## config.mk

```make
export PLATFORM = sky130hd
export DESIGN_NAME = usb_susp_ctrl
export DESIGN_NICKNAME = d
export VERILOG_FILES = /design/src/rtl/usb_susp_pkg.sv /design/src/rtl/usb_susp_idle_timer.sv /design/src/rtl/usb_susp_regs.sv /design/src/rtl/usb_susp_fsm.sv /design/src/rtl/usb_susp_ctrl.sv
export SDC_FILE = /design/constraint.sdc
export NUM_CORES = 1
export LEC_CHECK = 0
export BUFFER_PORTS_ARGS = -buffer_cell sky130_fd_sc_hd__clkbuf_2
export CORE_MARGIN = 5
export CORE_UTILIZATION = 50
export CTS_CLUSTER_SIZE = 14
export DETAILED_ROUTE_END_ITERATION = 6
export PLACE_DENSITY = 0.78
export SYNTH_ARGS = -nofsm -noshare
export SYNTH_HDL_FRONTEND = slang
export SYNTH_SLANG_ARGS = --single-unit
```

## constraint.sdc

```tcl
create_clock -name clk -period 1.6 [get_ports clk]
set_input_delay 0.08 -clock clk [delete_from_list [all_inputs] [get_ports clk]]
set_output_delay 0.08 -clock clk [all_outputs]
set_load 0.01 [all_outputs]
```

## src/rtl/usb_susp_pkg.sv

```systemverilog
package usb_susp_pkg;

    typedef enum logic [2:0] {
        ST_AWAKE     = 3'd0,
        ST_DETECTED  = 3'd1,
        ST_ARMED     = 3'd2,
        ST_DELAY     = 3'd3,
        ST_SUSPENDED = 3'd4
    } susp_state_t;

    localparam int unsigned REG_STAT     = 0;
    localparam int unsigned REG_IEN      = 1;
    localparam int unsigned REG_CTRL     = 2;

    localparam int unsigned STAT_EVT_BIT = 0;
    localparam int unsigned STAT_BUS_BIT = 1;
    localparam int unsigned IEN_EVT_BIT  = 0;
    localparam int unsigned CTRL_RUN_BIT = 0;
    localparam int unsigned CTRL_GO_BIT  = 1;

endpackage

```

## src/rtl/usb_susp_idle_timer.sv

```systemverilog
module usb_susp_idle_timer #(
    parameter int unsigned IDLE_CYC = 36000
) (
    input  logic clk,
    input  logic rst_n,
    input  logic line_idle,
    output logic bus_idle,
    output logic det_rise
);
    localparam int unsigned CW = $clog2(IDLE_CYC + 1);
    localparam logic [CW-1:0] LIMIT = CW'(IDLE_CYC);

    logic [CW-1:0] cnt_q;

    // Detection fires on the sample after LIMIT idle samples have been counted.
    assign det_rise = line_idle && (cnt_q == LIMIT) && !bus_idle;

    always_ff @(posedge clk or negedge rst_n) begin
        if (!rst_n) begin
            cnt_q    <= '0;
            bus_idle <= 1'b0;
        end else if (!line_idle) begin
            cnt_q    <= '0;
            bus_idle <= 1'b0;
        end else if (cnt_q != LIMIT) begin
            cnt_q    <= cnt_q + 1'b1;
        end else if (!bus_idle) begin
            bus_idle <= 1'b1;
        end
    end

    assert_flag_clears_R2: assert property (@(posedge clk) disable iff (!rst_n)
        !line_idle |=> !bus_idle);

    assert_rise_needs_idle_R1: assert property (@(posedge clk) disable iff (!rst_n)
        $rose(bus_idle) |-> $past(line_idle));

endmodule

```

## src/rtl/usb_susp_regs.sv

```systemverilog
module usb_susp_regs
    import usb_susp_pkg::*;
#(
    parameter int unsigned ADDR_W = 2,
    parameter int unsigned DATA_W = 8
) (
    input  logic              clk,
    input  logic              rst_n,
    input  logic              wr_en,
    input  logic [ADDR_W-1:0] addr,
    input  logic [DATA_W-1:0] wdata,
    output logic [DATA_W-1:0] rdata,
    input  logic              det_rise,
    input  logic              bus_idle,
    input  logic              wake,
    output logic              irq,
    output logic              go_rise,
    output logic              go_fall,
    output logic              run_wr
);
    logic evt_q;
    logic ie_q;
    logic run_q;
    logic go_q;

    logic sel_stat;
    logic sel_ien;
    logic sel_ctrl;
    logic clr_req;
    logic unused_wdata;

    assign sel_stat = wr_en && (addr == ADDR_W'(REG_STAT));
    assign sel_ien  = wr_en && (addr == ADDR_W'(REG_IEN));
    assign sel_ctrl = wr_en && (addr == ADDR_W'(REG_CTRL));
    assign clr_req  = sel_stat && wdata[STAT_EVT_BIT];

    assign go_rise  = sel_ctrl && !go_q &&  wdata[CTRL_GO_BIT];
    assign go_fall  = sel_ctrl &&  go_q && !wdata[CTRL_GO_BIT];
    assign run_wr   = wdata[CTRL_RUN_BIT];
    assign irq      = evt_q && ie_q;
    assign unused_wdata = ^wdata;

    // Sticky event: detection has priority over the write-one-to-clear.
    always_ff @(posedge clk or negedge rst_n) begin
        if (!rst_n) begin
            evt_q <= 1'b0;
        end else if (det_rise) begin
            evt_q <= 1'b1;
        end else if (clr_req) begin
            evt_q <= 1'b0;
        end
    end

    always_ff @(posedge clk or negedge rst_n) begin
        if (!rst_n) begin
            ie_q <= 1'b0;
        end else if (sel_ien) begin
            ie_q <= wdata[IEN_EVT_BIT];
        end
    end

    always_ff @(posedge clk or negedge rst_n) begin
        if (!rst_n) begin
            run_q <= 1'b1;
            go_q  <= 1'b0;
        end else begin
            if (wake) begin
                run_q <= 1'b1;
            end else if (sel_ctrl) begin
                run_q <= wdata[CTRL_RUN_BIT];
            end
            if (sel_ctrl) begin
                go_q <= wdata[CTRL_GO_BIT];
            end
        end
    end

    always_comb begin
        rdata = '0;
        case (addr)
            ADDR_W'(REG_STAT): begin
                rdata[STAT_EVT_BIT] = evt_q;
                rdata[STAT_BUS_BIT] = bus_idle;
            end
            ADDR_W'(REG_IEN): begin
                rdata[IEN_EVT_BIT] = ie_q;
            end
            ADDR_W'(REG_CTRL): begin
                rdata[CTRL_RUN_BIT] = run_q;
                rdata[CTRL_GO_BIT]  = go_q;
            end
            default: rdata = '0;
        endcase
    end

    assert_evt_sticky_R3: assert property (@(posedge clk) disable iff (!rst_n)
        (evt_q && !clr_req) |=> evt_q);

    assert_evt_set_R3: assert property (@(posedge clk) disable iff (!rst_n)
        det_rise |=> evt_q);

    assert_wake_run_R9: assert property (@(posedge clk) disable iff (!rst_n)
        wake |=> run_q);

endmodule

```

## src/rtl/usb_susp_fsm.sv

```systemverilog
module usb_susp_fsm
    import usb_susp_pkg::*;
#(
    parameter int unsigned DELAY_CYC = 24000
) (
    input  logic clk,
    input  logic rst_n,
    input  logic line_idle,
    input  logic det_rise,
    input  logic go_rise,
    input  logic go_fall,
    input  logic run_wr,
    output logic wake,
    output logic susp_out,
    output logic clk_en
);
    localparam int unsigned DW = $clog2(DELAY_CYC + 1);
    localparam logic [DW-1:0] LAST = DW'(DELAY_CYC - 1);
    localparam logic [DW-1:0] FULL = DW'(DELAY_CYC);

    susp_state_t state_q;
    susp_state_t state_d;
    logic [DW-1:0] dcnt_q;

    always_ff @(posedge clk or negedge rst_n) begin
        if (!rst_n) begin
            state_q <= ST_AWAKE;
        end else begin
            state_q <= state_d;
        end
    end

    always_ff @(posedge clk or negedge rst_n) begin
        if (!rst_n) begin
            dcnt_q <= '0;
        end else if (state_q == ST_DELAY && line_idle) begin
            dcnt_q <= dcnt_q + 1'b1;
        end else begin
            dcnt_q <= '0;
        end
    end

    always_comb begin
        state_d = state_q;
        unique case (state_q)
            ST_AWAKE: begin
                if (det_rise) state_d = ST_DETECTED;
            end
            ST_DETECTED: begin
                if (!line_idle)   state_d = ST_AWAKE;
                else if (go_rise) state_d = ST_ARMED;
            end
            ST_ARMED: begin
                if (!line_idle)   state_d = ST_AWAKE;
                else if (go_fall) state_d = run_wr ? ST_DETECTED : ST_DELAY;
            end
            ST_DELAY: begin
                if (!line_idle)          state_d = ST_AWAKE;
                else if (dcnt_q == LAST) state_d = ST_SUSPENDED;
            end
            ST_SUSPENDED: begin
                if (!line_idle) state_d = ST_AWAKE;
            end
            default: state_d = ST_AWAKE;
        endcase
    end

    always_comb begin
        wake     = (state_q == ST_SUSPENDED) && !line_idle;
        susp_out = (state_q == ST_SUSPENDED);
        clk_en   = (state_q != ST_SUSPENDED);
    end

    assert_no_overflow_R7: assert property (@(posedge clk) disable iff (!rst_n)
        (state_q == ST_DELAY) |-> (dcnt_q < FULL));

    assert_cancel_R8: assert property (@(posedge clk) disable iff (!rst_n)
        (state_q == ST_DELAY && !line_idle) |=> (state_q == ST_AWAKE));

    assert_wake_R9: assert property (@(posedge clk) disable iff (!rst_n)
        (state_q == ST_SUSPENDED && !line_idle) |=> !susp_out);

    assert_reject_R6: assert property (@(posedge clk) disable iff (!rst_n)
        (state_q == ST_ARMED && line_idle && go_fall && run_wr) |=> (state_q == ST_DETECTED));

    assert_detect_awake_R12: assert property (@(posedge clk) disable iff (!rst_n)
        det_rise |-> (state_q == ST_AWAKE));

endmodule

```

## src/rtl/usb_susp_ctrl.sv

```systemverilog
module usb_susp_ctrl #(
    parameter int unsigned IDLE_CYC  = 36000,
    parameter int unsigned DELAY_CYC = 24000,
    parameter int unsigned ADDR_W    = 2,
    parameter int unsigned DATA_W    = 8
) (
    input  logic              clk,
    input  logic              rst_n,
    input  logic              line_idle,
    input  logic              reg_wr,
    input  logic [ADDR_W-1:0] reg_addr,
    input  logic [DATA_W-1:0] reg_wdata,
    output logic [DATA_W-1:0] reg_rdata,
    output logic              irq,
    output logic              susp_out,
    output logic              clk_en
);
    logic bus_idle;
    logic det_rise;
    logic go_rise;
    logic go_fall;
    logic run_wr;
    logic wake;

    usb_susp_idle_timer #(
        .IDLE_CYC (IDLE_CYC)
    ) u_timer (
        .clk       (clk),
        .rst_n     (rst_n),
        .line_idle (line_idle),
        .bus_idle  (bus_idle),
        .det_rise  (det_rise)
    );

    usb_susp_regs #(
        .ADDR_W (ADDR_W),
        .DATA_W (DATA_W)
    ) u_regs (
        .clk      (clk),
        .rst_n    (rst_n),
        .wr_en    (reg_wr),
        .addr     (reg_addr),
        .wdata    (reg_wdata),
        .rdata    (reg_rdata),
        .det_rise (det_rise),
        .bus_idle (bus_idle),
        .wake     (wake),
        .irq      (irq),
        .go_rise  (go_rise),
        .go_fall  (go_fall),
        .run_wr   (run_wr)
    );

    usb_susp_fsm #(
        .DELAY_CYC (DELAY_CYC)
    ) u_fsm (
        .clk       (clk),
        .rst_n     (rst_n),
        .line_idle (line_idle),
        .det_rise  (det_rise),
        .go_rise   (go_rise),
        .go_fall   (go_fall),
        .run_wr    (run_wr),
        .wake      (wake),
        .susp_out  (susp_out),
        .clk_en    (clk_en)
    );

endmodule

```

* Word level (Yosys, flattened, before mapping)
Index checks and enable logic that the tools add are counted.
** Cells by class
- Multiplexer cells :: 21
- Reductions and logical operators :: 22
- Add/subtract/negate cells :: 2
- Equality and inequality tests :: 17
** Operators by type and width (number)
- $mux W16 :: 2
- $mux W3 :: 8
- $add A16 B1 Y16 const B :: 1
- $eq A16 B16 Y1 const B :: 1
- $ne A16 B16 Y1 const B :: 1
- $add A15 B1 Y15 const B :: 1
- $eq A15 B15 Y1 const B :: 1
- $mux W15 :: 1
- $pmux W3 S5 :: 1
- $logic_and A1 B1 Y1 :: 13
- $ne A3 B3 Y1 const B :: 4
- $eq A3 B2 Y1 const B :: 2
- $mux W1 :: 6
- $ne A2 B2 Y1 const B :: 3
- $reduce_and A5 Y1 :: 1
- $logic_not A1 Y1 :: 4
- $reduce_bool A2 Y1 :: 2
- $eq A3 B1 Y1 const B :: 1
- $eq A3 B3 Y1 const B :: 1
- $logic_not A3 Y1 :: 1
- $pmux W1 S3 :: 1
- $eq A2 B1 Y1 const B :: 1
- $eq A2 B2 Y1 const B :: 1
- $logic_not A2 Y1 :: 1
- 3 further kinds :: 3
** Word-level totals
- Bits of input ports :: 14
- Bits in registers :: 39
- Logic and storage cells :: 70
- Output and inout bits :: 11

* Depth between registers and ports, before layout
- Word-level depth :: 7
- Gate-level depth with buffers :: 6
- Gate-level depth less buffers :: 6

* Modules after synthesis
Synthesis repeated with hierarchy kept, for this count alone.
** Second synthesis, totals
- Cell total of the unflattened synthesis :: 223
- Area, all modules :: 2187.1 sq um
** By module, submodules not included
- usb_susp_fsm :: instances 1, area an instance 947.2 sq um, cells an instance 99
- usb_susp_idle_timer :: instances 1, area an instance 930.9 sq um, cells an instance 95
- usb_susp_regs :: instances 1, area an instance 309.0 sq um, cells an instance 29

* Worst setup path after synthesis
OpenSTA, ideal clock, no wires.
- Path kind :: register to register
- From :: register u_fsm.dcnt_q[9]
- To :: register u_fsm.state_q[0]
- Library setup time :: 120 ps
- Cell stages (with the launch flop) :: 5
- Setup slack :: -60 ps
- Data arrival time :: 1540 ps
- Clock period less this slack :: 1660 ps
- Buffers on the path :: 0
- Cells stage by stage :: dfrtp_1 or4b_1 nor4_1 o22ai_1 o211a_1
** Between the ends
- Word-level cells in the longest chain between the ends :: 3
** Ends and longest elaborated chain
- start, declared :: line usb_susp_fsm.sv:23 : logic [DW-1:0] dcnt_q;
- start signal, assigned :: line usb_susp_fsm.sv:37 : dcnt_q <= dcnt_q + 1'b1;
- $eq A15 B15 Y1 :: line usb_susp_fsm.sv:59 : else if (dcnt_q == LAST) state_d = ST_SUSPENDED;
- $ne A3 B3 Y1 (no source line)
- $reduce_and A5 Y1 (no source line)
- end signal, assigned :: line usb_susp_fsm.sv:29 : state_q <= state_d;
- end, declared :: line usb_susp_fsm.sv:21 : susp_state_t state_q;
No other way between the ends.
A chain may end at the register's enable or synchronous reset.

* Final worst setup path
Ends and elaborated chain as after synthesis.

==> flow_metrics.py <==
metrics = {
    "floorplan": {
        "fp.dieW_um": 75.1,
        "core-area_mm2": 0.00406,
        "total_die_area_mm2": 0.00564,
        "dieHeight_um": 75.1,
        "std_cell_rows": 23,
        "initial_core_util_pct": 52.2,
        "ios": 25,
    },
    "grt": {
        "grt_util_all_layers_pct": 17.8,
        "number_of_antenna_violations_at_the_first_check_in_global_routing": 0,
        "grt_pass1_vias": 1703,
        "overflow": 0,
        "grt_first_pass_wirelength_um": 7550,
        "grt_start_max_net_pins": 40,
    },
    "clock_tree": {
        "clock_slew_at_the_register_clock_pins_of_the_worst_setup_and_hold_paths_ps": 80,
        "clkSinkCount": 39,
        "ctsLongestPathBuffers": 2,
        "clock_insertion_delay_worst_skew_ps": 290,
        "htreeDepth": 2,
        "clock_tree_from_tritoncts": "yes",
        "cts_root_buffer": "sky130_fd_sc_hd__clkbuf_8",
        "tritoncts.num_buffers": 5,
    },
    "worst_setup_path": {
        "path_delay_family": "simple AND/OR/NAND/NOR gates",
        "critical_path.max_fanout": 3,
        "timing.setup.critical_path_class": "reg -> reg",
        "timing.critical_path.to_type": "flop",
        "crit_start": "u_fsm.dcnt_q[9]",
        "crit_path_max_incr_delay_ps": 570,
        "critical_path.n_buffers_inverters": 0,
        "required_ps": 1790,
        "cp-start-kind": "flop",
        "crit-reg2reg-launch": "u_fsm.dcnt_q[9]",
        "ff2ff_setup_slack_ps": -60,
        "worstPathArrival_ps": 1850,
        "critPathSlowestCell": "sky130_fd_sc_hd__or4b_4",
        "critical_path.cell_chain": "or4b_4 -> nor4_4 -> o22ai_2 -> o211a_1",
    },
    "logic_synthesis": {
        "yosysWarningCount": 0,
        "ys_async_rst_share_pct": 100,
        "yosys.cell_types.count": 45,
        "synth.top_cell.area_share_pct": 44.9,
        "synth_most_common_cell": "sky130_fd_sc_hd__dfrtp_1",
        "synth_edf_count": 0,
        "synth.largest_area_cell": "sky130_fd_sc_hd__dfrtp_1",
        "synth_common_cells": "sky130_fd_sc_hd__dfrtp_1 (38), sky130_fd_sc_hd__nor2_1 (23), sky130_fd_sc_hd__a21oi_1 (13)",
        "ys.flop_type": "sky130_fd_sc_hd__dfrtp_1",
        "ys_seq_elements": 39,
        "synth_sequential_area_ratio_pct": 46.2,
        "syn_area_mm2": 0.00212,
        "area_contributors_post_synth": "sky130_fd_sc_hd__dfrtp_1 (45%), sky130_fd_sc_hd__xor2_1 (4.6%), sky130_fd_sc_hd__nor2_1 (4.1%)",
        "synthesis.area_per_instance_um2": 9.58,
        "netlist_instances": 221,
    },
    "cells_and_area": {
        "syn2layout_area_growth_pct": 25.0,
        "non_filler_instance_count_after_layout": 315,
        "fillCellCount": 315,
        "final_layout_size_suffix_gt1_share_pct": 28.7,
        "nNetsFinal": 281,
        "finalInstanceArea_mm2": 0.00265,
        "antenna_cells_inserted": 0,
    },
    "power_and_ir_drop": {
        "report.power.total_mw": 2.12,
        "power.internal_mw": 1.62,
        "vdd_drop_max_uv": 493,
        "p_switching_mw": 0.500,
        "power.switching_fraction_pct": 23.6,
        "power_leakage_nw": 1.18,
        "p_comb_share_pct": 9.5,
        "power_density_mw_per_mm2": 800,
        "seq_power_share_pct": 50.3,
        "pwr-share-clk_pct": 40.2,
    },
    "timing": {
        "fin_max_slew_vios": 0,
        "setup_ws_ps": -61.2,
        "report.final.setup_viol": 4,
        "clock.fmax_mhz": 602,
        "final-hold-violation-count": 0,
        "skew_ps": 7.40,
        "min_period_over_period_pct": 104,
        "post_layout_min_period_ps": 1660,
        "finalHoldWorstSlack_ps": 30.2,
        "grt_setup_unrepaired": "true",
    },
    "placement": {
        "gpl.final_weighted_congestion": 0.795,
        "place_area_mm2": 0.00240,
        "dp.final_hpwl_um": 2970,
        "placedCellCount": 303,
        "post-place-ws_ps": -67.3,
        "numPortBuffers": 12,
    },
    "detailed_routing": {
        "route.final.wire_length_um": 4370,
        "route.detailed.drc": 0,
        "routed_wire_length_per_instance_um": 13.9,
        "drtPass1Iterations": 4,
        "detail_route.vias_per_cell": 5.60,
        "ant_nets": 0,
        "vias_post_dr": 1764,
        "detail_route.iter0.violations": 93,
    },
    "outcome": {
        "violations_in_the_final_reports": "setup timing",
        "status": "complete, but fails checks",
    },
    "hold_path": {
        "worstHoldStart": "line_idle",
        "holdCritPathClass": "in -> reg",
    },
    "job": {
        "cap_violations": 0,
    },
}
## stage by stage
step / utilization, % / setup TNS (ps)
floorplan: - / -36.8
finish: 65.2 / -187
global route: 65.2 / -478
detailed placement: 59.2 / -208
global placement: 59.2 / -17.8
CTS: 63.4 / -104
## final cells by class
type / instances / area, um2 / share of cell area [%]
multi-input combinational: 168 / 1170 / 44.1
sequential: 39 / 977 / 36.9
timing repair buffer: 43 / 295 / 11.2
clock buffer: 6 / 82.6 / 3.12
tap: 50 / 62.6 / 2.36
clock inverter: 2 / 35.0 / 1.32
inverter: 7 / 26.3 / 0.993
## worst paths after layout
path	end	depth (start not counted)
max in group asynchronous	u_regs.run_q	3
min reg2reg	u_regs.evt_q	2
min in group asynchronous	u_fsm.dcnt_q[12]	3
max	u_fsm.state_q[0]	4
max reg2reg	u_fsm.state_q[0]	4
min	u_regs.run_q	2
## power groups by stage
stage / Clock, mW / Sequential [mW] / Combinational [mW]
after global routing: 0.920 / 1.07 / 0.228
final: 0.852 / 1.06 / 0.201
after CTS: 0.863 / 1.06 / 0.201
after floorplan: 0 / 1.06 / 0.152
after detailed placement: 0 / 1.08 / 0.194
after global placement: 0 / 1.08 / 0.189
## state kept, by name, summed over array words and instances, names as in the netlist
signal            flops
u_fsm.state_q         3
u_regs.go_q           1
u_regs.evt_q          1
u_timer.cnt_q        16
u_timer.bus_idle      1
u_fsm.dcnt_q         15
u_regs.ie_q           1
u_regs.run_q          1
## kinds of logic (layout without fill, tap and decap cells)
| group | count (synthesis) | count (layout) | share of synthesized area, % |
|---|---|---|---|
| and+or+nand+nor | 100 | 100 | 27.2 |
| DFF | 39 | 39 | 46.2 |
| AOI/OAI and AO/OA | 34 | 34 | 9.40 |
| buffers and inverters | 19 | 58 | 4.43 |
| xor gates and xnor gates | 18 | 18 | 7.45 |
| muxes | 7 | 7 | 3.43 |
| adders and majority gates | 3 | 3 | 1.77 |
| other | 1 | 6 | 0.177 |
## worst register-to-register path, cell delays in order (launching register included)
cell	delay [ps]
sky130_fd_sc_hd__dfrtp_1	420
sky130_fd_sc_hd__or4b_4	570
sky130_fd_sc_hd__nor4_4	200
sky130_fd_sc_hd__o22ai_2	140
sky130_fd_sc_hd__o211a_1	230
## cell usage in the layout (no fill, tap or decap), types with 3 or more instances in the layout
master and count:
sky130_fd_sc_hd__nand2_1 10, sky130_fd_sc_hd__a21oi_1 10, sky130_fd_sc_hd__xor2_1 11, sky130_fd_sc_hd__and2_1 3
sky130_fd_sc_hd__and3_1 3, sky130_fd_sc_hd__a21oi_2 3, sky130_fd_sc_hd__conb_1 6, sky130_fd_sc_hd__nor2_1 23
sky130_fd_sc_hd__inv_1 7, sky130_fd_sc_hd__nand3b_1 5, sky130_fd_sc_hd__xnor2_1 7, sky130_fd_sc_hd__buf_4 30
sky130_fd_sc_hd__clkbuf_2 12, sky130_fd_sc_hd__clkbuf_8 6, sky130_fd_sc_hd__mux2i_1 5, sky130_fd_sc_hd__nand3_1 11
sky130_fd_sc_hd__or3_1 6, sky130_fd_sc_hd__o21ai_0 9, sky130_fd_sc_hd__nor3_1 4, sky130_fd_sc_hd__dfrtp_1 38
sky130_fd_sc_hd__nand4_1 9
## what timing repair did
action	CTS	global route
gates resized for setup	5	16
hold buffers	1	0
endpoints found under the hold margin	38	0
endpoints found under the setup margin	5	13
gates cloned	0	0
pin swaps	5	3
buffers inserted	2	1
## routing by layer
metal	GRT usage, %	share of wire, %	vias to the layer above
li1	-	-	870
met3	4.81	4.1	7
met2	30.4	49	35
met1	21.6	46	852
met4	6.13	1.4	0
met5	0	0	-
No activity file was read; power rests on OpenSTA's default activity.
